===== src/rtl/fdec_pkg.sv =====
`timescale 1ns/1ps
package fdec_pkg;

  localparam int BYTE_W   = 8;
  localparam int NIB_W    = 4;
  localparam int LEN_W    = 3;

  typedef enum logic [3:0] {
    OP_NOP   = 4'h0,
    OP_HALT  = 4'h1,
    OP_RRMOV = 4'h2,
    OP_IRMOV = 4'h3,
    OP_RMMOV = 4'h4,
    OP_MRMOV = 4'h5,
    OP_ALU   = 4'h6,
    OP_JUMP  = 4'h7,
    OP_CALL  = 4'h8,
    OP_RET   = 4'h9,
    OP_PUSH  = 4'hA,
    OP_POP   = 4'hB
  } opc_e;

  // Length from the optional-field flags: 1 base byte, +1 register byte, +4 constant bytes.
  function automatic logic [LEN_W-1:0] f_len(input logic regs, input logic imm);
    logic [LEN_W-1:0] n;
    n = 3'd1;
    if (regs) n = n + 3'd1;
    if (imm)  n = n + 3'd4;
    return n;
  endfunction

  // Fall-through address, modulo the address width.
  function automatic logic [31:0] f_advance(input logic [31:0] pc, input logic [LEN_W-1:0] n);
    return pc + {29'd0, n};
  endfunction

endpackage


===== src/rtl/fdec_classify.sv =====
`timescale 1ns/1ps
module fdec_classify
  import fdec_pkg::*;
(
  input  logic [NIB_W-1:0] op_i,
  output logic             regs_o,
  output logic             imm_o,
  output logic             valid_o
);

  always_comb begin
    regs_o  = 1'b0;
    imm_o   = 1'b0;
    valid_o = 1'b1;
    case (op_i)
      OP_NOP, OP_HALT, OP_RET: ;
      OP_RRMOV, OP_ALU, OP_PUSH, OP_POP: regs_o = 1'b1;
      OP_IRMOV, OP_RMMOV, OP_MRMOV: begin
        regs_o = 1'b1;
        imm_o  = 1'b1;
      end
      OP_JUMP, OP_CALL: imm_o = 1'b1;
      default: valid_o = 1'b0;
    endcase
  end

endmodule


===== src/rtl/fdec_align.sv =====
`timescale 1ns/1ps
module fdec_align
  import fdec_pkg::*;
#(
  parameter int              WORD_BYTES = 4,
  parameter logic [NIB_W-1:0] NO_REG    = 4'h8,
  localparam int             TAIL_W     = (WORD_BYTES + 1) * BYTE_W,
  localparam int             WORD_W     = WORD_BYTES * BYTE_W
)(
  input  logic [TAIL_W-1:0] tail_i,   // bytes 1 .. WORD_BYTES+1
  input  logic              regs_i,
  input  logic              imm_i,
  output logic [NIB_W-1:0]  ra_o,
  output logic [NIB_W-1:0]  rb_o,
  output logic [WORD_W-1:0] imm_o
);

  logic [BYTE_W-1:0] regbyte;
  logic [WORD_W-1:0] word_at1;
  logic [WORD_W-1:0] word_at2;

  assign regbyte = tail_i[BYTE_W-1:0];

  // Little-endian gather: lane k of the constant comes from tail byte k (or k+1 after a register byte).
  for (genvar k = 0; k < WORD_BYTES; k++) begin : g_lane
    assign word_at1[k*BYTE_W +: BYTE_W] = tail_i[k*BYTE_W +: BYTE_W];
    assign word_at2[k*BYTE_W +: BYTE_W] = tail_i[(k+1)*BYTE_W +: BYTE_W];
  end

  always_comb begin
    ra_o = regs_i ? regbyte[BYTE_W-1:NIB_W] : NO_REG;
    rb_o = regs_i ? regbyte[NIB_W-1:0]      : NO_REG;
    if (!imm_i)      imm_o = '0;
    else if (regs_i) imm_o = word_at2;
    else             imm_o = word_at1;
  end

endmodule


===== src/rtl/fdec_pcinc.sv =====
`timescale 1ns/1ps
module fdec_pcinc
  import fdec_pkg::*;
(
  input  logic [31:0]      pc_i,
  input  logic             regs_i,
  input  logic             imm_i,
  output logic [LEN_W-1:0] len_o,
  output logic [31:0]      next_o
);

  assign len_o  = f_len(regs_i, imm_i);
  assign next_o = f_advance(pc_i, len_o);

endmodule


===== src/rtl/vlfetch_decoder.sv =====
`timescale 1ns/1ps
module vlfetch_decoder
  import fdec_pkg::*;
(
  input  logic [31:0] pc_i,
  input  logic [47:0] ibytes_i,
  output logic [3:0]  op_o,
  output logic [3:0]  fn_o,
  output logic [3:0]  ra_o,
  output logic [3:0]  rb_o,
  output logic [31:0] imm_o,
  output logic        has_regs_o,
  output logic        has_imm_o,
  output logic        valid_o,
  output logic [2:0]  len_o,
  output logic [31:0] next_pc_o
);

  logic [BYTE_W-1:0] head_byte;
  logic              need_regs;
  logic              need_imm;

  assign head_byte = ibytes_i[BYTE_W-1:0];
  assign op_o      = head_byte[BYTE_W-1:NIB_W];
  assign fn_o      = head_byte[NIB_W-1:0];

  fdec_classify u_cls (
    .op_i    (op_o),
    .regs_o  (need_regs),
    .imm_o   (need_imm),
    .valid_o (valid_o)
  );

  fdec_align #(.WORD_BYTES(4), .NO_REG(4'h8)) u_aln (
    .tail_i (ibytes_i[47:8]),
    .regs_i (need_regs),
    .imm_i  (need_imm),
    .ra_o   (ra_o),
    .rb_o   (rb_o),
    .imm_o  (imm_o)
  );

  fdec_pcinc u_pc (
    .pc_i   (pc_i),
    .regs_i (need_regs),
    .imm_i  (need_imm),
    .len_o  (len_o),
    .next_o (next_pc_o)
  );

  assign has_regs_o = need_regs;
  assign has_imm_o  = need_imm;

endmodule


===== config.mk =====
export PLATFORM = sky130hd
export DESIGN_NAME = vlfetch_decoder
export DESIGN_NICKNAME = d
export VERILOG_FILES = /design/src/rtl/fdec_pkg.sv /design/src/rtl/fdec_classify.sv /design/src/rtl/fdec_align.sv /design/src/rtl/fdec_pcinc.sv /design/src/rtl/vlfetch_decoder.sv
export SDC_FILE = /design/constraint.sdc
export NUM_CORES = 1
export LEC_CHECK = 0
export ABC_AREA = 1
export BUFFER_PORTS_ARGS = -buffer_cell sky130_fd_sc_hd__buf_4
export CAP_MARGIN = 20
export CORE_ASPECT_RATIO = 0.8
export CORE_UTILIZATION = 39
export DETAILED_ROUTE_END_ITERATION = 7
export GPL_TIMING_DRIVEN = 0
export PLACE_DENSITY = 0.82
export SYNTH_ARGS = -nofsm -noshare
export SYNTH_HDL_FRONTEND = slang
export SYNTH_SLANG_ARGS = --single-unit

===== constraint.sdc =====
create_clock -name vclk -period 3
set_input_delay 0.45 -clock vclk [all_inputs]
set_output_delay 0.45 -clock vclk [all_outputs]
set_load 0.05 [all_outputs]

Word level (Yosys, flattened, before mapping)
Cells that the tools add are included.
{"block": "word_totals", "ff_bits": 0, "inputBits": 80}
{"block": "op_classes", "addsub": 2, "eq_ne": 11, "muxes": 9, "reduce_logical": 4}
{"op": "$mux 32", "n": 2}
{"op": "$add 32x3->32", "n": 1}
{"op": "$eq 4x3->1 const B", "n": 4}
{"op": "$eq 4x4->1 const B", "n": 4}
{"op": "$reduce_or 12->1", "n": 1}
{"op": "$eq 4x2->1 const B", "n": 2}
{"op": "$mux 4", "n": 2}
{"op": "$reduce_or 7->1", "n": 1}
{"op": "$reduce_or 5->1", "n": 1}
{"op": "$eq 4x1->1 const B", "n": 1}
{"op": "$logic_not 4->1", "n": 1}
{"op": "$add 2x3->3 const B", "n": 1}
{"op": "$mux 1", "n": 3}
{"op": "$mux 3", "n": 1}
{"op": "$mux 2", "n": 1}

Depth between registers and ports, before layout
{"block": "logic_depth", "depth_word": 7, "ltp_mapped": 15, "mapped_depth_nobuf": 13}

Cells and area by module
From an unflattened synthesis, not the netlist that was laid out.
{"block": "hier_totals", "hier_cells": 417, "area_unflattened_um2": 2202.1}
{"module": "fdec_align", "n_inst": 1, "cells_per_inst": 187, "area_each_um2": 1061.0}
{"module": "fdec_pcinc", "n_inst": 1, "cells_per_inst": 207, "area_each_um2": 1018.5}
{"module": "fdec_classify", "n_inst": 1, "cells_per_inst": 15, "area_each_um2": 62.6}
{"module": "vlfetch_decoder", "n_inst": 1, "cells_per_inst": 8, "area_each_um2": 60.1}

Worst setup path after synthesis
OpenSTA, ideal clock, no wires.
{"block": "synth_timing", "path_kind": "in2out", "start": "in ibytes_i[6]", "end": "out next_pc_o[23]", "arrival_ns": 2.744, "required_time_ns": 2.550, "slack_ns": -0.194, "cell_stages": 13, "n_path_buf": 1, "cell_sequence": "o21ai_1 o21ai_1 a31oi_2 buf_2 ha_1 nand2_1 inv_1 nand2_1 nand2_4 nand2_2 inv_1 nand2_1 xnor2_1"}
{"block": "synth_via", "word_cells_on_any_way": 17, "cone_classes": "2 x add/sub; 9 x eq/ne; 4 x mux; 2 x reduce/logical"}
{"element": "start: declaration", "line_no": "vlfetch_decoder.sv:6", "text": "input logic [47:0] ibytes_i,"}
{"element": "$eq 4x2->1, or another cell as far along", "line_no": "fdec_classify.sv:15", "text": "case (op_i)"}
{"element": "$reduce_or 5->1 (no source line) *"}
{"element": "$mux 1 *", "line_no": "fdec_classify.sv:15"}
{"element": "net has_imm_o", "line_no": "vlfetch_decoder.sv:13", "text": "output logic has_imm_o,"}
{"element": "$mux 3 *", "line_no": "fdec_pkg.sv:28", "text": "if (imm) n = n + 3'd4;"}
{"element": "$add 32x3->32 *", "line_no": "fdec_pkg.sv:34", "text": "return pc + {29'd0, n};"}
{"element": "end: declaration", "line_no": "vlfetch_decoder.sv:16", "text": "output logic [31:0] next_pc_o"}
The timed path passes the listed nets; every way through them passes the cells marked *.

Worst setup path after layout
{"block": "layout_timing", "start": "in ibytes_i[6]", "end": "out next_pc_o[18]"}
{"block": "layout_via", "elab_chain_len": 7, "word_cells_on_any_way": 17, "cone_classes": "2 x add/sub; 9 x eq/ne; 4 x mux; 2 x reduce/logical"}
{"element": "$eq 4x2->1, or another cell as far along", "line_no": "fdec_classify.sv:15"}
{"element": "$reduce_or 7->1 (no source line)"}
{"element": "$mux 1", "line_no": "fdec_classify.sv:15"}
{"element": "$mux 2", "line_no": "fdec_pkg.sv:27", "text": "if (regs) n = n + 3'd1;"}
{"element": "$add 2x3->3", "line_no": "fdec_pkg.sv:28"}
{"element": "$mux 3 *", "line_no": "fdec_pkg.sv:28"}
{"element": "$add 32x3->32 *", "line_no": "fdec_pkg.sv:34"}
Every way passes the cells marked *; elsewhere a longest branch is shown, timed or not.

==> PnR_summary.wiki <==
{| class="wikitable"
! Metric !! Value
|-
| Unrepaired setup endpoints after global routing || no
|-
| Total count of hold-check failures in the final report || 0
|-
| Worst hold path type || in2out
|-
| Via count of the first global-routing pass || 2272
|-
| Number of antenna violations at the first check in global routing || 0
|-
| Dominant cells by area after synthesis || sky130_fd_sc_hd__nand2_1 17%, sky130_fd_sc_hd__nor2_1 16%, sky130_fd_sc_hd__inv_1 9.4%
|-
| Minimum clock period || 2.82 ns
|-
| Area share of the leading cell type in the synthesized netlist || 0.173
|-
| Layout area overhead || 83.6%
|-
| PnR worst setup slack || 0.182 ns
|-
| N_diodes || 0
|-
| Number of warnings reported in the yosys synthesis log || 0
|-
| Power per unit of standard cell area || 259 nW/µm²
|-
| Category of cells accounting for the largest share of critical-path delay || compound AO/OA/AOI/OAI gates
|-
| Post-Synthesis Cell Area || 1710 µm²
|-
| Vertical die dimension || 61.3 µm
|-
| Startpoint of the worst setup timing path || ibytes_i[6]
|-
| Met2 Resource Use GR || 0.477
|-
| Fmax || 355 MHz
|-
| Maximum single-stage delay on the critical path || 0.24 ns
|-
| Met1 usage in global routing || 0.430
|-
| Sequential cell area fraction in the yosys report || 0
|-
| Worst setup SP type || input pin
|-
| Yosys cell types || 28
|-
| Cell taking the most area after synthesis || sky130_fd_sc_hd__nand2_1
|-
| Data arrival at the endpoint of the critical path || 2.37 ns
|-
| Net count, final || 592
|-
| Post-DR vias/cell || 4.75
|-
| Floorplan die area || 4670 µm²
|-
| Worst Setup Path Type || in2out
|-
| Met3 track utilization from global routing || 0.0311
|-
| Final-layout clock buffer total || 0
|-
| Combined flip-flop and latch cell area || 0 µm²
|-
| Num sequential || 0
|-
| Core Area || approximately 4200 µm²
|-
| Post-DP HPWL || just over 6 mm
|-
| Cells along the critical path || buf_4 > o21ai_1 > o21ai_1 > a31oi_2 > buf_6 > ha_4 > nand2_1 > nor2_1 > nand2_1 > nor2_1 > nand2_1 > o21ai_1 > xor2_2 > buf_4
|-
| Average instance area after synthesis || ~5.0 µm²
|-
| Initial core utilization || 0.408
|-
| Maximum net fanout on the critical path || 12
|-
| DRC violation count after routing || 0
|-
| Wire length of the first global-routing pass || 10.9 mm
|-
| Pin count of the biggest net entering global routing || 13
|-
| Row Count || 21
|-
| Total number of vias || ~2.7k
|-
| Buffers & Inverters on Critical Path || 3
|-
| Endpoint class of the critical path || output port
|-
| Slew headroom || 0.669
|-
| LEAKAGE || 0.00173 µW
|-
| Worst Max-Slew Pin Slew || 0.493 ns
|-
| Required time of the critical path || 2.55 ns
|-
| I/O pins || 166
|-
| Post-Synthesis Net Count || 427
|-
| Number of nets with antenna violations after routing || 0
|-
| Share of cells above drive strength 1 || 0.439
|-
| Total of endpoints with negative setup slack in the final report || 0
|-
| Average routed wire per standard cell || between 10 and 15 µm
|-
| Weighted congestion at the end of routability-driven global placement || 0.936
|-
| Die Wd || 76.1 µm
|-
| Total global routing track utilization || 0.292
|-
| Post-Layout Inst Area || 3150 µm²
|-
| Critical path capture point || next_pc_o[18]
|-
| Number of DRC violations after detailed-routing iteration 0 || 229
|-
| Remaining Overflow, GRT || 0
|-
| Number of violations of the max-capacitance limit || 0
|-
| WP depth || 14
|-
| Most used cells in the layout excluding fill and tap cells || 174 x sky130_fd_sc_hd__buf_4, 79 x sky130_fd_sc_hd__nand2_1, 74 x sky130_fd_sc_hd__nor2_1
|-
| Drt pass-1 iters || 5
|-
| VDD IR-drop max || 194 µV
|-
| Count of port buffers added during placement || approximately 160
|-
| Placement Cell Area || roughly 3100 µm²
|-
| Gate count of the mapped netlist || 345
|-
| Commonest non-fill, non-tap cell in the layout || sky130_fd_sc_hd__buf_4
|-
| Number of filler instances in the final layout || around 390
|-
| Routed wire length || between 7 and 8 mm
|-
| Final critical-path share of the clock period || 0.939
|-
| Dpl ws || -0.0707 ns
|-
| Crit path max-delay cell type || sky130_fd_sc_hd__a31oi_2
|-
| Run status || complete, no violations
|-
| Fin. max-slew vios || 0
|-
| Most crowded layer after global routing || met2
|-
| Final TNS setup || 0 ns
|}
## metrics by stage
stage	power, µW	util	hold WS (ns)	std cells
detailed placement	805	0.743	1.16	564
finish	816	0.749	1.15	565
global placement	800	0.743	1.15	564
floorplan	524	-	1.07	345
CTS	809	0.745	1.16	565
global route	860	0.749	1.16	565
## synth_stat cells, types with 2 or more instances
| library cell | instances |
|---|---|
| sky130_fd_sc_hd__a21oi_1 | 8 |
| sky130_fd_sc_hd__buf_2 | 8 |
| sky130_fd_sc_hd__buf_4 | 11 |
| sky130_fd_sc_hd__clkbuf_1 | 2 |
| sky130_fd_sc_hd__ha_1 | 2 |
| sky130_fd_sc_hd__inv_1 | 43 |
| sky130_fd_sc_hd__inv_2 | 3 |
| sky130_fd_sc_hd__nand2_1 | 79 |
| sky130_fd_sc_hd__nand2_2 | 5 |
| sky130_fd_sc_hd__nand2_4 | 4 |
| sky130_fd_sc_hd__nand3_1 | 16 |
| sky130_fd_sc_hd__nand3_2 | 3 |
| sky130_fd_sc_hd__nand3b_1 | 5 |
| sky130_fd_sc_hd__nand4_1 | 11 |
| sky130_fd_sc_hd__nor2_1 | 74 |
| sky130_fd_sc_hd__nor2_2 | 3 |
| sky130_fd_sc_hd__nor3_1 | 7 |
| sky130_fd_sc_hd__nor4_2 | 2 |
| sky130_fd_sc_hd__o21ai_0 | 8 |
| sky130_fd_sc_hd__o21ai_1 | 27 |
| sky130_fd_sc_hd__xnor2_1 | 6 |
| sky130_fd_sc_hd__xor2_1 | 12 |
## metal layers
layer	vias up	share of wire
met5	-	0
met4	0	0.013
met3	10	0.070
met2	113	0.45
met1	1161	0.47
li1	1402	-
## cell type report
type,count,area (µm²),share of cell area
well taps,57,71.3,0.0227
inverters,46,173,0.0548
repair buffers,163,1220,0.389
plain buffers,22,151,0.0481
multi-input cells,277,1530,0.486
## repair_timing
item	in CTS	in global routing
endpoints found under the setup margin	7	5
setup buffers	1	0
resized for setup	1	2
hold buffers	0	0
## how the worst min path moves through the flow
stage,depth (start not counted),end,from,slack (ns)
after floorplan,1,fn_o[0],ibytes_i[0],1.07
after global placement,2,fn_o[3],ibytes_i[3],1.15
after detailed placement,2,fn_o[3],ibytes_i[3],1.16
after CTS,2,fn_o[3],ibytes_i[3],1.16
after global routing,2,fn_o[2],ibytes_i[2],1.16
final,2,fn_o[3],ibytes_i[3],1.15
## kinds of logic (layout without fill, tap and decap cells)
| logic type | Yosys count | after routing | synth area share |
|---|---|---|---|
| and+or+nand+nor | 211 | 211 | 0.561 |
| buffers and inverters | 68 | 231 | 0.185 |
| AOI/OAI and AO/OA | 45 | 45 | 0.137 |
| xor gates and xnor gates | 19 | 19 | 0.101 |
| adders and majority gates | 2 | 2 | 0.0146 |
## where the power goes
part	internal, µW	switching, µW
Combinational	270	547
Sequential	0	0
Clock	0	0
(Power assumes the default switching activity.)
